$ cat src/rtl/kwdt_pkg.sv
package kwdt_pkg;
  localparam logic [7:0] ADDR_KEY = 8'hA6;
  localparam logic [7:0] ADDR_SEL = 8'hA7;
  localparam logic [7:0] KEY_FIRST = 8'h1E;
  localparam logic [7:0] KEY_SECOND = 8'hE1;

  typedef struct packed {
    logic       wr;
    logic [7:0] addr;
    logic [7:0] data;
  } sfr_wr_t;

  typedef enum logic {
    SEQ_IDLE,
    SEQ_ARMED
  } seq_state_e;
endpackage

$ cat src/rtl/kwdt_regs.sv
module kwdt_regs
  import kwdt_pkg::*;
#(
  parameter int SEL_W = 3
) (
  input  logic             clk,
  input  logic             rst_n,
  input  sfr_wr_t          bus,
  input  logic             block,
  output logic             key_ok,
  output logic [SEL_W-1:0] sel
);
  seq_state_e state_q;
  logic       hit_key;
  logic       hit_sel;

  assign hit_key = bus.wr && (bus.addr == ADDR_KEY);
  assign hit_sel = bus.wr && (bus.addr == ADDR_SEL);

  // second key byte completes the sequence only straight after the first
  assign key_ok = hit_key && (bus.data == KEY_SECOND) &&
                  (state_q == SEQ_ARMED) && !block;

  always_ff @(posedge clk or negedge rst_n) begin
    if (!rst_n) begin
      state_q <= SEQ_IDLE;
      sel     <= '0;
    end else begin
      if (hit_sel) sel <= bus.data[SEL_W-1:0];
      if (hit_key) begin
        if (!block && bus.data == KEY_FIRST) state_q <= SEQ_ARMED;
        else                                 state_q <= SEQ_IDLE;
      end
    end
  end
endmodule

$ cat src/rtl/kwdt_count.sv
module kwdt_count #(
  parameter int CNT_W = 14,
  parameter int SEL_W = 3
) (
  input  logic             clk,
  input  logic             rst_n,
  input  logic             mc_tick,
  input  logic             key_ok,
  input  logic [SEL_W-1:0] sel,
  output logic             en,
  output logic [CNT_W-1:0] cnt,
  output logic             ovf
);
  localparam int PRE_W = (1 << SEL_W) - 1;
  localparam logic [CNT_W-1:0] CNT_LAST = {{(CNT_W-1){1'b1}}, 1'b0};

  logic [PRE_W-1:0] pre_q;
  logic [PRE_W-1:0] mask;
  logic             adv;

  // low S bits of the prescaler must be all ones for an advance
  for (genvar i = 0; i < PRE_W; i++) begin : g_mask
    assign mask[i] = (i < int'(sel));
  end

  assign adv = en && mc_tick && ((pre_q & mask) == mask);
  assign ovf = adv && (cnt == CNT_LAST);

  always_ff @(posedge clk or negedge rst_n) begin
    if (!rst_n) begin
      en    <= 1'b0;
      cnt   <= '0;
      pre_q <= '0;
    end else if (ovf) begin
      en    <= 1'b0;
      cnt   <= '0;
      pre_q <= '0;
    end else if (key_ok) begin
      en    <= 1'b1;
      cnt   <= '0;
      pre_q <= '0;
    end else if (en && mc_tick) begin
      pre_q <= pre_q + 1'b1;
      if (adv) cnt <= cnt + 1'b1;
    end
  end
endmodule

$ cat src/rtl/kwdt_pulse.sv
module kwdt_pulse #(
  parameter int PULSE_LEN = 96
) (
  input  logic clk,
  input  logic rst_n,
  input  logic fire,
  output logic busy
);
  localparam int PW = $clog2(PULSE_LEN);
  logic [PW-1:0] left_q;

  always_ff @(posedge clk or negedge rst_n) begin
    if (!rst_n) begin
      busy   <= 1'b0;
      left_q <= '0;
    end else if (busy) begin
      if (left_q == '0) busy <= 1'b0;
      else              left_q <= left_q - 1'b1;
    end else if (fire) begin
      busy   <= 1'b1;
      left_q <= PW'(PULSE_LEN - 1);
    end
  end
endmodule

$ cat src/rtl/kwdt_top.sv
module kwdt_top
  import kwdt_pkg::*;
#(
  parameter int CNT_W     = 14,
  parameter int SEL_W     = 3,
  parameter int PULSE_LEN = 96
) (
  input  logic       clk,
  input  logic       rst_n,
  input  logic       mc_tick,
  input  logic       sfr_wr,
  input  logic [7:0] sfr_addr,
  input  logic [7:0] sfr_wdata,
  output logic       wdt_rst
);
  sfr_wr_t          bus;
  logic             key_ok;
  logic [SEL_W-1:0] sel;
  logic             en_q;
  logic [CNT_W-1:0] cnt_q;
  logic             ovf;

  assign bus = '{wr: sfr_wr, addr: sfr_addr, data: sfr_wdata};

  kwdt_regs #(.SEL_W(SEL_W)) u_regs (
    .clk(clk), .rst_n(rst_n), .bus(bus), .block(wdt_rst),
    .key_ok(key_ok), .sel(sel)
  );

  kwdt_count #(.CNT_W(CNT_W), .SEL_W(SEL_W)) u_count (
    .clk(clk), .rst_n(rst_n), .mc_tick(mc_tick), .key_ok(key_ok),
    .sel(sel), .en(en_q), .cnt(cnt_q), .ovf(ovf)
  );

  kwdt_pulse #(.PULSE_LEN(PULSE_LEN)) u_pulse (
    .clk(clk), .rst_n(rst_n), .fire(ovf), .busy(wdt_rst)
  );
endmodule

$ cat config.mk
export PLATFORM = sky130hd
export DESIGN_NAME = kwdt_top
export DESIGN_NICKNAME = d
export VERILOG_FILES = /design/src/rtl/kwdt_pkg.sv /design/src/rtl/kwdt_regs.sv /design/src/rtl/kwdt_count.sv /design/src/rtl/kwdt_pulse.sv /design/src/rtl/kwdt_top.sv
export SDC_FILE = /design/constraint.sdc
export NUM_CORES = 1
export LEC_CHECK = 0
export BUFFER_PORTS_ARGS = -buffer_cell sky130_fd_sc_hd__buf_2
export CORE_ASPECT_RATIO = 0.5
export CORE_MARGIN = 2
export CORE_UTILIZATION = 40
export DETAILED_ROUTE_END_ITERATION = 7
export PLACE_DENSITY = 0.6
export SYNTH_ARGS = -nofsm -noshare
export SYNTH_HDL_FRONTEND = slang
export SYNTH_SLANG_ARGS = --single-unit
$ cat constraint.sdc
create_clock -name clk -period 2.15 [get_ports clk]
set_input_delay 0.1075 -clock clk [delete_from_list [all_inputs] [get_ports clk]]
set_output_delay 0.1075 -clock clk [all_outputs]
set_load 0.05 [all_outputs]
== Yosys cells after proc, flatten, opt, wreduce, memory -nomap -nowiden ==
Cells that the tools add are included.
Storage, ports and cells
  bits in registers: 34
Cells by class
  multiplexer cells: 16
  magnitude comparators: 7
  reduce and logical (&&, ||, !) cells: 17
  bitwise gates (word level): 1
  add/subtract/negate cells: 3
  eq/ne operators: 7
Operators by type and width (number)
  $mux W14: 4
  $mux W7: 6
  $eq A8 B8 Y1 const B: 3
  $add A14 B1 Y14 const B: 1
  $eq A14 B14 Y1 const B: 1
  $logic_and A1 B1 Y1: 9
  $lt A3 B3 Y1 const A: 3
  $eq A8 B5 Y1 const B: 1
  $add A7 B1 Y7 const B: 1
  $and A7 B7 Y7: 1
  $eq A7 B7 Y1: 1
  $logic_not A7 Y1: 1
  $sub A7 B1 Y7 const B: 1
  $lt A1 B3 Y1 const A: 2
  $lt A2 B3 Y1 const A: 2
  $mux W1: 6
  $reduce_bool A3 Y1: 2
  $reduce_and A2 Y1: 2
  $reduce_bool A2 Y1: 2
  $ne A2 B2 Y1 const B: 1
  $logic_not A1 Y1: 1

== Longest topological paths before layout ==
  word-level depth: 8
  gate-level depth with buffers: 8
  mapped depth without buffers: 7

== By module ==
Synthesis repeated with hierarchy kept, for this count alone.
Second synthesis, totals
  cell total of the unflattened synthesis: 214
  area total of the unflattened synthesis: 2033.2 µm²
Modules (own cells, without submodules)
  kwdt_count: area an instance 1333.8 µm², seq. area each 550.5 µm², instances 1, cells each 148
  kwdt_pulse: area an instance 461.7 µm², seq. area each 200.2 µm², instances 1, cells each 47
  kwdt_regs: area an instance 237.7 µm², seq. area each 100.1 µm², instances 1, cells each 19

== Worst setup path before layout ==
Ideal clock, no wire load.
  path type: reg-to-reg
  start: register u_pulse.busy
  end: register u_count.pre_q[3]
  slack: -39 ps
  library setup time: 79 ps
  buffers on the path: 0
  arrival: 2110 ps
  cell stages (with the launch flop): 6
  required time: 2071 ps
  path through: dfrtp_1 > or4bb_1 > nor3_2 > a21oi_1 > or4_1 > a21oi_1
Between the ends
  longest elaborated chain between the ends: 4
  elaborated cells on any way between the ends: 5
  classes of those cells: 2 x mux; 3 x reduce/logical
RTL lines
  start, declared: RTL line kwdt_pulse.sv:7  | output logic busy
  start signal, assigned: RTL line kwdt_pulse.sv:14  | busy <= 1'b0;
  start signal, assigned: RTL line kwdt_pulse.sv:17  | if (left_q == '0) busy <= 1'b0;
  start signal, assigned: RTL line kwdt_pulse.sv:20  | busy <= 1'b1;
  $logic_not A1 Y1 *: RTL line kwdt_regs.sv:22  | (state_q == SEQ_ARMED) && !block;
  $logic_and A1 B1 Y1 *: RTL line kwdt_regs.sv:22
  $mux W7: RTL line kwdt_count.sv:38  | end else if (key_ok) begin
  $mux W7: RTL line kwdt_count.sv:34  | end else if (ovf) begin
  end signal, assigned: RTL line kwdt_count.sv:43  | pre_q <= pre_q + 1'b1;
  end, declared: RTL line kwdt_count.sv:17  | logic [PRE_W-1:0] pre_q;
Mark *: on every way between the ends. The rest lies on a longest branch, timed or not.
A chain may end at the register's enable or synchronous reset.

== Final worst setup path ==
  start: register u_count.pre_q[3]
  end: register u_count.cnt[3]
Between the ends
  longest elaborated chain between the ends: 6
  elaborated cells on any way between the ends: 8
  classes of those cells: 1 x eq/ne; 1 x mux; 1 x bitwise; 5 x reduce/logical
RTL lines
  $and A7 B7 Y7 *: RTL line kwdt_count.sv:26  | assign adv = en && mc_tick && ((pre_q & mask) == mask);
  $eq A7 B7 Y1 *: RTL line kwdt_count.sv:26
  $logic_and A1 B1 Y1 *: RTL line kwdt_count.sv:26
  $logic_and A1 B1 Y1: RTL line kwdt_count.sv:27  | assign ovf = adv && (cnt == CNT_LAST);
  $reduce_bool A3 Y1 (no line)
  $reduce_and A2 Y1 (no line)
  end signal, assigned: RTL line kwdt_count.sv:44  | if (adv) cnt <= cnt + 1'b1;
  end, declared: RTL line kwdt_count.sv:11  | output logic [CNT_W-1:0] cnt,
Marked as above.

==> results.md <==
- 0.07 ns — Clock Pin Slew Worst Setup and Hold Paths
- 250 — total nets after synthesis
- 8160 um — global-route wire length before repair
- sky130_fd_sc_hd__dfrtp_1 — primary flip-flop cell chosen by synthesis mapping
- 34 — TritonCTS Sinks
- 0 — grt total ovfl
- sky130_fd_sc_hd__or4_1 — cell with the largest stage delay on the worst path
- 0.238 — layout cell share with drive strength beyond 1
- 0.28 ns — clock latency of the later-clocked register in the worst-skew pair
- 34 — synthesized flop and latch total
- 0.47 ns — delay of the slowest critical-path stage
- 105 um — DIE WIDTH
- 21 — IO Count
- u_count.pre_q[3] — critical register-to-register path startpoint
- 5.66 — via density per instance
- 1719 — vias in the first global route
- 1867 — overall via count from detail_route
- u_count.cnt[3] — reg2reg end
- 0.413 — top-area cell type share of the netlist area
- 0 — Maximum Capacitance Violations
- 43 — Yosys cell types
- simple AND/OR/NAND/NOR gates — main combinational cell family by area after synthesis
- 0.412 — share of total power in the clock network
- compound AO/OA/AOI/OAI gates — delay-heaviest family, CP
- 0.545 — sequential fraction of design power
- 9.15 sq um — Mean Syn Cell Area
- 321 — Placed Cells incl. Taps
- 0.0128 — xor-xnor portion of the synthesized cell area
- 0 ns — sum of negative setup slack
- 5 — number of CTS-inserted buffers
- 330 — Final Non-Filler Cells
- 2 — CTS HTree Levels
- no — RSZ-0062 raised after global routing
- sky130_fd_sc_hd__dfrtp_1 — most instantiated library cell after synthesis
- 0.225 mV — peak supply drop
- 1.00 — proportion of register bits with asynchronous set or reset after synthesis
- sky130_fd_sc_hd__dfrtp_1, sky130_fd_sc_hd__or4_1, sky130_fd_sc_hd__a21oi_1, sky130_fd_sc_hd__o31ai_1, sky130_fd_sc_hd__ha_1 — largest cells by area after synthesis
- 4 — drt first pass iters
- 0.00577 sq mm — Die ar.
- sfr_wdata[1] — launch point of the worst hold path
- 0 — initial antenna violation count
- 23 — CP max FO
- 14.7 um — Routed WL per cell
- 0 — EDFF count, synth
- 2 — Max Buffers Root-to-Sink
- 0 — # DRC
- 2.36 ns — worst path required time
- 18 — num rows
- done — CTS tree
- 225 — instance count of the mapped netlist
- nand2_2 > o21a_1 > a2111o_1 > buf_12 > or4_1 > a21oi_1 — cells along the critical path
- sky130_fd_sc_hd__dfrtp_1 — post-synth top area cell
- 20 — total of buffers placed on input and output ports
- 0.418 — effective utilization at floorplan
- complete, no violations — outcome
- 0.913 — final weighted congestion in routability-driven placement
- 0.00493 sq mm — core area
- 0 — remaining antenna violation count after routing
- 99 — number of DRC violations after detailed-routing iteration 0
- 4860 um — routed wire length
- sky130_fd_sc_hd__clkbuf_8 — library cell used as clock root buffer
- flip-flop — Setup crit end kind
- 2 — count of cells along the worst hold path
- 0.772 ns — slew at the pin closest to its max-slew limit
- in2reg — type of the tightest min-delay check
- 6 — cells on worst reg2reg path
- sky130_fd_sc_hd__dfrtp_1, sky130_fd_sc_hd__a21oi_1, sky130_fd_sc_hd__nand2_1 — most numerous cell types in the synthesized netlist
- 3410 um — hpwl dp
- 492 MHz — highest attainable clock frequency
- 0 — number of diodes
- reg2reg — Setup CP Type
- 35 — pin count of the biggest net entering global routing
- 0.0219 — post-synthesis mux area share
- 0.00206 sq mm — post-synthesis cell area
- 262 uW — total net switching power
- 0 — Setup-failing EPs final
- u_regs.sel[1] — Worst Hold Path EP
- 0 — Yosys Warn Count
- 0.945 — crit share post-route
- 2.25 ns — arrival time of the worst setup path
- 0.222 — Sw Share
- 0.485 — Max-slew headroom
- 0.000943 uW — leakage dissipation
- 0.0304 — synthesized-area fraction occupied by adder cells
- 0.00586 ns — Post-Route Skew
- 1 — total buffers and inverters traversed by the critical path
- 485 mW/mm^2 — pwr dens
- 54.7 um — vertical die dimension
- 922 uW — Pint
- 0.183 — global-route usage over all layers
- 284 — nets@finish
- 2.03 ns — final period demand of the worst path
- 0 — final-report max-slew violation count
- 0 — Hold Fails Final Rpt
- 0.225 — compound-gate portion of the synthesized area
- 0.257 — area fraction in and, or, nand and nor cells after synthesis
- 0.413 — proportion of synthesized chip area in sequential cells
- 0.043 — logic gate share of total power
- 18.7% — area grow syn2layout
- flip-flop — crit start category
- 0.12 ns — slack of the worst reg-to-reg path
-- registers in the layout (all words and copies together), names as in the netlist --
register / count
u_count.cnt: 14
u_count.pre_q: 7
u_pulse.left_q: 7
u_regs.sel: 3
u_count.en: 1
u_pulse.busy: 1
u_regs.state_q: 1
-- routing by layer --
metal,track usage,wire (um),up-vias
met4,0.0467,36,0
met3,0.0512,260,5
met5,0,0,-
li1,-,-,935
met2,0.282,2000,42
met1,0.256,2560,885
-- repair_timing --
action / CTS / global route
buffers inserted: 0 / 0
endpoints found under the setup margin: 0 / 3
hold buffers: 1 / 0
gates resized for setup: 0 / 3
hold endpoints to repair: 34 / 0
-- cell families (layout without fill, tap and decap cells) --
| group | Yosys count | count (layout) |
|---|---|---|
| adder cells (fa/ha/maj) | 5 | 5 |
| AO/OA/AOI/OAI | 67 | 67 |
| buffers and inverters | 21 | 56 |
| AND/OR/NAND/NOR | 91 | 91 |
| multiplexers | 4 | 4 |
| flip-flops | 34 | 34 |
| XOR/XNOR | 3 | 3 |
-- cells in the final DEF, fill, tap and decap left out, types with 3 or more instances in the layout --
cell and instances:
sky130_fd_sc_hd__a21oi_1 17, sky130_fd_sc_hd__a31o_2 6, sky130_fd_sc_hd__a31oi_1 8, sky130_fd_sc_hd__and2_1 5, sky130_fd_sc_hd__and4_1 3, sky130_fd_sc_hd__buf_2 20, sky130_fd_sc_hd__buf_4 14, sky130_fd_sc_hd__clkbuf_8 6
sky130_fd_sc_hd__dfrtp_1 31, sky130_fd_sc_hd__dfrtp_2 3, sky130_fd_sc_hd__ha_1 5, sky130_fd_sc_hd__inv_1 12, sky130_fd_sc_hd__mux2_2 4, sky130_fd_sc_hd__nand2_1 16, sky130_fd_sc_hd__nand3_1 11, sky130_fd_sc_hd__nand4_1 4
sky130_fd_sc_hd__nor2_1 12, sky130_fd_sc_hd__nor3_1 7, sky130_fd_sc_hd__o21ai_0 6, sky130_fd_sc_hd__o311ai_0 5, sky130_fd_sc_hd__o31ai_1 12, sky130_fd_sc_hd__o41ai_1 4, sky130_fd_sc_hd__or4_1 13, sky130_fd_sc_hd__xnor2_1 3
-- how the worst max path moves through the flow --
stage | start | endpoint | slack [ns] | depth (start not counted)
floorplan | u_pulse.busy | u_count.pre_q[3] | 0.07 | 5
global route | u_count.cnt[0] | u_count.cnt[6] | 0.01 | 8
detailed placement | u_count.pre_q[2] | u_count.cnt[3] | 0.12 | 6
CTS | u_count.pre_q[2] | u_count.cnt[3] | 0.12 | 6
global placement | u_pulse.busy | u_count.pre_q[6] | 0.16 | 5
finish | u_count.pre_q[3] | u_count.cnt[3] | 0.12 | 6
-- final cells by class --
cell class              instances  area [sq um]
fillers                       465          2490
multi-input cells             170          1130
flip-flops and latches         34           855
repair buffers                 36           235
well taps                      70          87.6
clock buffers                   7          86.3
inverters                      12          45.0
clock inverters                 1          5.00
-- through the flow --
step                      utilization  cell area, sq um  total power (uW)  hold slack (ns)  worst slack (ns)
final                           0.495              2440              1180           0.0862             0.118
after global routing            0.495              2440              1240           0.0892            0.0109
after CTS                       0.494              2440              1210           0.0790             0.123
after detailed placement        0.474              2340               709            0.238             0.122
after global placement          0.474              2340               707            0.231             0.159
after floorplan                     -              2060               671           -0.188            0.0721
-- power by group through the flow --
stage	Combinational, uW	Clock (uW)	Sequential, uW
after global placement	49.6	0	658
after floorplan	14.5	0	656
after global routing	58.4	537	645
final	50.9	488	645
after detailed placement	50.9	0	658
after CTS	52.6	513	645
-- worst register-to-register path, delay by kind of cell (launching register included) --
kind | cells | cell delay [ns]
flops | 1 | 0.43
buf+inv | 1 | 0.17
compound gates | 3 | 0.78
simple gates | 2 | 0.57
No activity file was read; power rests on OpenSTA's default activity.
